$ cat config.mk
export PLATFORM = sky130hd
export DESIGN_NAME = res_period_sel
export DESIGN_NICKNAME = d
export VERILOG_FILES = /design/src/rtl/res_period_sel_pkg.sv /design/src/rtl/res_period_cmac.sv /design/src/rtl/res_period_metric.sv /design/src/rtl/res_period_argmin.sv /design/src/rtl/res_period_sel.sv
export SDC_FILE = /design/constraint.sdc
export NUM_CORES = 2
export LEC_CHECK = 0
export BUFFER_PORTS_ARGS = -buffer_cell sky130_fd_sc_hd__buf_2
export CORE_AREA = 5 5 469 471
export CTS_CLUSTER_SIZE = 12
export DETAILED_ROUTE_END_ITERATION = 8
export DIE_AREA = 0 0 474 476
export PLACE_DENSITY_LB_ADDON = 0.12
export SLEW_MARGIN = 15
export SYNTH_ARGS = -nofsm -noshare
export SYNTH_HDL_FRONTEND = slang
export SYNTH_SLANG_ARGS = --single-unit
$ cat constraint.sdc
create_clock -name clk -period 45.4 [get_ports clk]
set_input_delay 2.27 -clock clk [delete_from_list [all_inputs] [get_ports clk]]
set_output_delay 2.27 -clock clk [all_outputs]
set_load 0.005 [all_outputs]
$ cat src/rtl/res_period_sel_pkg.sv
// Shared types for the resonance period selector.
package res_period_sel_pkg;
    // Controller phases: idle, accumulating one candidate, comparing its metric.
    typedef enum logic [1:0] {
        ST_IDLE = 2'd0,
        ST_ACC  = 2'd1,
        ST_CMP  = 2'd2
    } rps_state_e;
endpackage

$ cat src/rtl/res_period_cmac.sv
// Complex multiply-accumulate for one spectral bin.
// Adds peak*cos to the real sum and subtracts peak*sin from the imaginary sum
// each enabled cycle. Assumes AW leaves room for NWIN terms.
module res_period_cmac #(
    parameter int IW = 8,
    parameter int TW = 10,
    parameter int AW = 22
) (
    input  logic                 clk,
    input  logic                 rst_n,
    input  logic                 clr_i,
    input  logic                 en_i,
    input  logic [IW-1:0]        peak_i,
    input  logic signed [TW-1:0] cos_i,
    input  logic signed [TW-1:0] sin_i,
    output logic signed [AW-1:0] re_o,
    output logic signed [AW-1:0] im_o
);
    localparam int PW = IW + 1 + TW;

    logic signed [PW-1:0] prod_c;
    logic signed [PW-1:0] prod_s;
    logic signed [AW-1:0] ext_c;
    logic signed [AW-1:0] ext_s;

    // Form the two products with the peak treated as a non-negative signed value.
    always_comb begin
        prod_c = $signed({1'b0, peak_i}) * cos_i;
        prod_s = $signed({1'b0, peak_i}) * sin_i;
        ext_c  = {{(AW-PW){prod_c[PW-1]}}, prod_c};
        ext_s  = {{(AW-PW){prod_s[PW-1]}}, prod_s};
    end

    // Accumulate, or restart from zero for a new candidate.
    always_ff @(posedge clk) begin
        if (!rst_n || clr_i) begin
            re_o <= '0;
            im_o <= '0;
        end else if (en_i) begin
            re_o <= re_o + ext_c;
            im_o <= im_o - ext_s;
        end
    end
endmodule

$ cat src/rtl/res_period_metric.sv
// Squared bin magnitude scaled by the squared triangle gain.
// Purely combinational; assumes MW = 2*AW + 1 + 2*GW.
module res_period_metric #(
    parameter int AW = 22,
    parameter int GW = 4,
    parameter int MW = 2*AW + 1 + 2*GW
) (
    input  logic signed [AW-1:0] re_i,
    input  logic signed [AW-1:0] im_i,
    input  logic [GW-1:0]        gain_i,
    output logic [MW-1:0]        metric_o
);
    logic signed [2*AW-1:0] sq_re;
    logic signed [2*AW-1:0] sq_im;
    logic [2*AW:0]          pow;
    logic [2*GW-1:0]        g2;

    // Squares are non-negative, so their sum is taken as unsigned.
    always_comb begin
        sq_re    = re_i * re_i;
        sq_im    = im_i * im_i;
        pow      = {1'b0, sq_re} + {1'b0, sq_im};
        g2       = gain_i * gain_i;
        metric_o = MW'(pow) * MW'(g2);
    end
endmodule

$ cat src/rtl/res_period_argmin.sv
// Running minimum tracker over candidate metrics.
// A strictly smaller metric replaces the best, so ties keep the lower index.
// Assumes candidates arrive in increasing index order, the first flagged.
module res_period_argmin #(
    parameter int MW  = 53,
    parameter int CIW = 3
) (
    input  logic           clk,
    input  logic           rst_n,
    input  logic           upd_i,
    input  logic           first_i,
    input  logic [CIW-1:0] idx_i,
    input  logic [MW-1:0]  metric_i,
    output logic [CIW-1:0] best_nxt_o
);
    logic [MW-1:0]  best_m_q;
    logic [CIW-1:0] best_i_q;
    logic           take;

    // Decide whether the presented candidate becomes the best so far.
    always_comb begin
        take       = first_i || (metric_i < best_m_q);
        best_nxt_o = take ? idx_i : best_i_q;
    end

    // Store the best metric and index on each comparison.
    always_ff @(posedge clk) begin
        if (!rst_n) begin
            best_m_q <= '0;
            best_i_q <= '0;
        end else if (upd_i && take) begin
            best_m_q <= metric_i;
            best_i_q <= idx_i;
        end
    end
endmodule

$ cat src/rtl/res_period_sel.sv
// Resonance-minimizing clock period selector (top).
// On an accepted start, captures the peaks and the candidate count, then for
// each candidate accumulates NWIN terms of one spectral bin (one cycle each)
// and compares the gain-scaled squared magnitude in one further cycle.
// Assumes index 0 is the shortest period and that the tables and gains stay
// static during a run.
module res_period_sel
    import res_period_sel_pkg::*;
#(
    parameter int NCAND = 8,
    parameter int NWIN  = 7,
    parameter int IW    = 8,
    parameter int TW    = 10,
    parameter int GW    = 4,
    localparam int CIW  = $clog2(NCAND),
    localparam int CNTW = $clog2(NCAND + 1)
) (
    input  logic                        clk,
    input  logic                        rst_n,
    input  logic                        start_i,
    input  logic [CNTW-1:0]             n_cand_i,
    input  logic [NWIN*IW-1:0]          peaks_i,
    input  logic [NCAND*NWIN*TW-1:0]    cos_tab_i,
    input  logic [NCAND*NWIN*TW-1:0]    sin_tab_i,
    input  logic [NCAND*GW-1:0]         gain_i,
    output logic [CIW-1:0]              sel_o,
    output logic                        done_o
);
    localparam int NIW = (NWIN > 1) ? $clog2(NWIN) : 1;
    localparam int AW  = IW + TW + 1 + $clog2(NWIN + 1);
    localparam int MW  = 2*AW + 1 + 2*GW;

    rps_state_e            state_q;
    logic [CIW-1:0]        cand_q;
    logic [NIW-1:0]        n_q;
    logic [CNTW-1:0]       cnt_q;
    logic [IW-1:0]         peaks_q [NWIN];

    logic                  accept;
    logic                  last_n;
    logic                  last_c;
    logic [CNTW-1:0]       cnt_clamp;
    logic [IW-1:0]         peak_cur;
    logic signed [TW-1:0]  cos_cur;
    logic signed [TW-1:0]  sin_cur;
    logic [GW-1:0]         gain_cur;
    logic signed [AW-1:0]  acc_re;
    logic signed [AW-1:0]  acc_im;
    logic [MW-1:0]         metric;
    logic [CIW-1:0]        best_nxt;

    // Start acceptance, loop-end flags and candidate count clamping.
    always_comb begin
        accept = start_i && (state_q == ST_IDLE);
        last_n = (n_q == NIW'(NWIN - 1));
        last_c = (CNTW'(cand_q) == cnt_q - 1'b1);
        if (n_cand_i == '0)
            cnt_clamp = CNTW'(1);
        else if (n_cand_i > CNTW'(NCAND))
            cnt_clamp = CNTW'(NCAND);
        else
            cnt_clamp = n_cand_i;
    end

    // Select the operands for the current candidate and window slot.
    always_comb begin
        int base;
        base     = int'(cand_q) * NWIN + int'(n_q);
        peak_cur = peaks_q[n_q];
        cos_cur  = cos_tab_i[base*TW +: TW];
        sin_cur  = sin_tab_i[base*TW +: TW];
        gain_cur = gain_i[int'(cand_q)*GW +: GW];
    end

    // Capture the window peaks on an accepted start.
    generate
        for (genvar g = 0; g < NWIN; g++) begin : g_peak
            always_ff @(posedge clk) begin
                if (!rst_n)
                    peaks_q[g] <= '0;
                else if (accept)
                    peaks_q[g] <= peaks_i[g*IW +: IW];
            end
        end
    endgenerate

    // Sequence slots and candidates: NWIN accumulate cycles, then one compare.
    always_ff @(posedge clk) begin
        if (!rst_n) begin
            state_q <= ST_IDLE;
            cand_q  <= '0;
            n_q     <= '0;
            cnt_q   <= '0;
        end else begin
            case (state_q)
                ST_IDLE: if (accept) begin
                    state_q <= ST_ACC;
                    cand_q  <= '0;
                    n_q     <= '0;
                    cnt_q   <= cnt_clamp;
                end
                ST_ACC: begin
                    n_q <= last_n ? '0 : n_q + 1'b1;
                    if (last_n)
                        state_q <= ST_CMP;
                end
                ST_CMP: begin
                    if (last_c) begin
                        state_q <= ST_IDLE;
                    end else begin
                        state_q <= ST_ACC;
                        cand_q  <= cand_q + 1'b1;
                    end
                end
                default: state_q <= ST_IDLE;
            endcase
        end
    end

    res_period_cmac #(.IW(IW), .TW(TW), .AW(AW)) u_cmac (
        .clk    (clk),
        .rst_n  (rst_n),
        .clr_i  (accept || (state_q == ST_CMP)),
        .en_i   (state_q == ST_ACC),
        .peak_i (peak_cur),
        .cos_i  (cos_cur),
        .sin_i  (sin_cur),
        .re_o   (acc_re),
        .im_o   (acc_im)
    );

    res_period_metric #(.AW(AW), .GW(GW), .MW(MW)) u_metric (
        .re_i     (acc_re),
        .im_i     (acc_im),
        .gain_i   (gain_cur),
        .metric_o (metric)
    );

    res_period_argmin #(.MW(MW), .CIW(CIW)) u_argmin (
        .clk        (clk),
        .rst_n      (rst_n),
        .upd_i      (state_q == ST_CMP),
        .first_i    (cand_q == '0),
        .idx_i      (cand_q),
        .metric_i   (metric),
        .best_nxt_o (best_nxt)
    );

    // Publish the winner and pulse done after the last comparison.
    always_ff @(posedge clk) begin
        if (!rst_n) begin
            sel_o  <= '0;
            done_o <= 1'b0;
        end else begin
            done_o <= 1'b0;
            if (state_q == ST_CMP && last_c) begin
                sel_o  <= best_nxt;
                done_o <= 1'b1;
            end
        end
    end
endmodule

==> results.yml <==
outcome:
  outcome: "complete, no violations"
timing:
  relSlewSlack: 0.0725
  drv_slew: 0
  fin_worst_skew_ps: 35.8
  finalCriticalPeriod_ps: 17330
  worstMarginPinSlew_ps: 1370
  finalSetupViolCount: 0
  fmax_ghz: 0.0577
  hold_violations: 0
  tns_ps: 0
  rsz0062_at_grt: "false"
  fin_crit_sh: 0.382
yosys:
  synth_cell_type_count: 81
  syn_inst: 7210
  synthFlopType: "dfxtp_1"
  synth.cell_area_um2: 69000
  synth_async_sr_flop_share: 0
  synth_seq_cells: 175
  ys_warn_count: 0
  synth-seq-area-share: 0.0589
  syn-num-nets: 10300
  synth_edf_count: 56
  avgSynthCellArea_um2: 9.57
worst_setup_path:
  worstPathArrival_ps: 17730
  cp_top_family: "adder cells"
  cp.depth: 64
  worstSetupPathType: "flop to flop"
  setup.worst_path.start_class: "flop"
  critical_path_buf_inv_count: 11
  startpoint: "u_cmac.im_o[9]"
  critPathSlowestCell: "xnor2_1"
  critical_path.max_stage_delay_ps: 580
  cp.required_ps: 45800
  critical_path_peak_fanout: 44
  cpMostUsedCell: "fa_1"
  r2r_cells: 64
  r2r-start: "u_cmac.im_o[9]"
  end_kind: "flop"
die:
  initial_utilization: 0.320
  dieWidth_um: 474
  die_h_um: 476
  die_area_um2: 226000
  core_area_um2: 216000
  io_pins: 1219
  rows: 171
routing:
  vias: 55900
  drt-wirelength-per-cell_um: 25.8
  drc: 0
  firstDrtPassIters: 5
  vias_per_cell: 4.99
  drt.antenna.violating_nets: 0
  drt_iter0_drc: 3485
  route.final.wire_length_um: 290000
global_routing:
  grt.total_usage: 0.254
  antenna_found_initial: 110
  grt_pass1_vias: 60300
  grt_pass1_wl_um: 418000
  gr-total-overflow: 0
  grt_start_max_net_pins: 96
clock_network:
  post_cts_resize_count: 0
  cts_hold_buffers: 0
  root_buffer: "clkbuf_16"
  cts_made_buffers: 17
  htree_levels: 4
  clock_path_buffers: 2
  cts_tree: "yes"
  insertion_delay_ps: 550
  cts_sinks: 175
  post_cts_buffers: 0
  clk_pin_slew_worst_paths_ps: 110
finish:
  area_growth_pct: 15.0
  final_util: 0.368
  n_fill_cell: 22400
  layout_common_cells: "inv_1, fa_1, buf_2"
  layout_commonest_cell: "inv_1"
  nets: 11400
  drive_gt1_frac: 0.220
placed_design:
  gp_congestion: 0.972
  portBuffers: 1218
  hpwl_um: 253000
pwr:
  ir_drop_mv: 0.176
  p_leak_nw: 39.1
  cellPowerDensity_nw_per_um2: 83.6
worst_hold_path:
  holdPathStages: 2
  hp-start: "u_argmin.best_m_q[39]"
  hp-class: "flop to flop"
job:
  drv_cap: 0
[path summary, 6_finish.rpt]
kind                      endpoint  slack (ps)
min          u_argmin.best_m_q[39]         460
min reg2reg  u_argmin.best_m_q[39]         460
max          u_argmin.best_m_q[47]       28070
max reg2reg  u_argmin.best_m_q[47]       28070
[synth_stat cells, types with 11 or more instances]
| library cell | number | area share |
|---|---|---|
| a211oi_1 | 45 | 0.0049 |
| a21o_1 | 88 | 0.0096 |
| a21oi_1 | 285 | 0.021 |
| a31oi_1 | 24 | 0.0022 |
| and2_1 | 226 | 0.020 |
| and3_1 | 12 | 0.0011 |
| buf_2 | 34 | 0.0025 |
| buf_4 | 18 | 0.0020 |
| clkbuf_1 | 226 | 0.012 |
| dfxtp_1 | 119 | 0.035 |
| edfxtp_1 | 56 | 0.024 |
| fa_1 | 1321 | 0.38 |
| ha_1 | 593 | 0.11 |
| inv_1 | 1642 | 0.089 |
| mux2i_1 | 56 | 0.0081 |
| mux4_2 | 356 | 0.12 |
| nand2_1 | 659 | 0.036 |
| nand2b_1 | 63 | 0.0057 |
| nand3_1 | 53 | 0.0038 |
| nand4_1 | 50 | 0.0045 |
| nor2_1 | 493 | 0.027 |
| nor2b_1 | 75 | 0.0068 |
| nor3_1 | 54 | 0.0039 |
| o211ai_1 | 11 | 0.0012 |
| o21a_1 | 23 | 0.0025 |
| o21ai_0 | 116 | 0.0084 |
| o21bai_1 | 23 | 0.0025 |
| o311ai_0 | 13 | 0.0016 |
| o31ai_1 | 14 | 0.0015 |
| or2_2 | 41 | 0.0037 |
| or3_1 | 14 | 0.0013 |
| xnor2_1 | 184 | 0.023 |
| xor2_1 | 71 | 0.0090 |
[sequential cells by signal (all words and copies together) (netlist names), named ones only]
register	flops
u_argmin.best_i_q	3
cnt_q	4
u_cmac.im_o	22
u_argmin.best_m_q	53
done_o	1
n_q	3
cand_q	3
u_cmac.re_o	22
sel_o	3
state_q	2
peaks_q	56
[final cells by class]
| class | count | area (um^2) | share of cell area |
|---|---|---|---|
| sequential | 175 | 4070 | 0.0512 |
| multi-input combinational | 5100 | 57900 | 0.729 |
| timing repair buffer | 1330 | 6950 | 0.0875 |
| clock inverter | 14 | 151 | 0.00191 |
| tap | 2854 | 3570 | 0.0450 |
| clock buffer | 18 | 429 | 0.00541 |
| antenna | 79 | 198 | 0.00249 |
| inverter | 1644 | 6170 | 0.0777 |
[stage by stage]
step	hold WS, ps	power, mW	instance area (um^2)	setup WS (ps)	instances
floorplan	432	4.75	69000	30590	7210
global placement	441	6.52	78600	28340	11100
detailed placement	447	6.54	78600	28050	11100
CTS	458	6.76	79200	27970	11100
global route	473	7.55	79400	26970	11200
finish	456	6.63	79400	28070	11200
[cell families (layout without fill, tap and decap cells)]
| logic type | after synthesis | count (layout) | share of synthesized area |
|---|---|---|---|
| buffers and inverters | 1935 | 3006 | 0.107 |
| adders and majority gates | 1914 | 1914 | 0.491 |
| and+or+nand+nor | 1771 | 1771 | 0.117 |
| AOI/OAI and AO/OA | 742 | 742 | 0.0681 |
| muxes | 417 | 417 | 0.125 |
| xor gates and xnor gates | 256 | 256 | 0.0326 |
| DFF | 175 | 175 | 0.0589 |
| other | 0 | 79 | 0 |
[worst reg2reg max path, delay by kind of cell (launching register included)]
family / cells / cell delay [ps]
compound gates: 21 / 4920
buf+inv: 11 / 1610
xor+xnor: 2 / 740
simple gates: 14 / 2580
fa+ha+maj: 15 / 6760
mux: 1 / 240
flops: 1 / 320
[power by group]
part	total, mW	leakage, nW	switching, mW	internal (mW)
sequential	0.193	1.57	0.0159	0.177
combinational	6.27	37.3	3.81	2.46
clock	0.169	0.284	0.0954	0.0741
[per-layer routing]
layer	vias to the layer above	routed length (um)	GRT usage
li1	25100	-	-
met1	28900	121000	0.333
met2	1638	142000	0.432
met3	268	15700	0.0392
met4	40	10600	0.0809
met5	-	411	0.00533
Note: power is estimated with default switching activity, not from simulation.
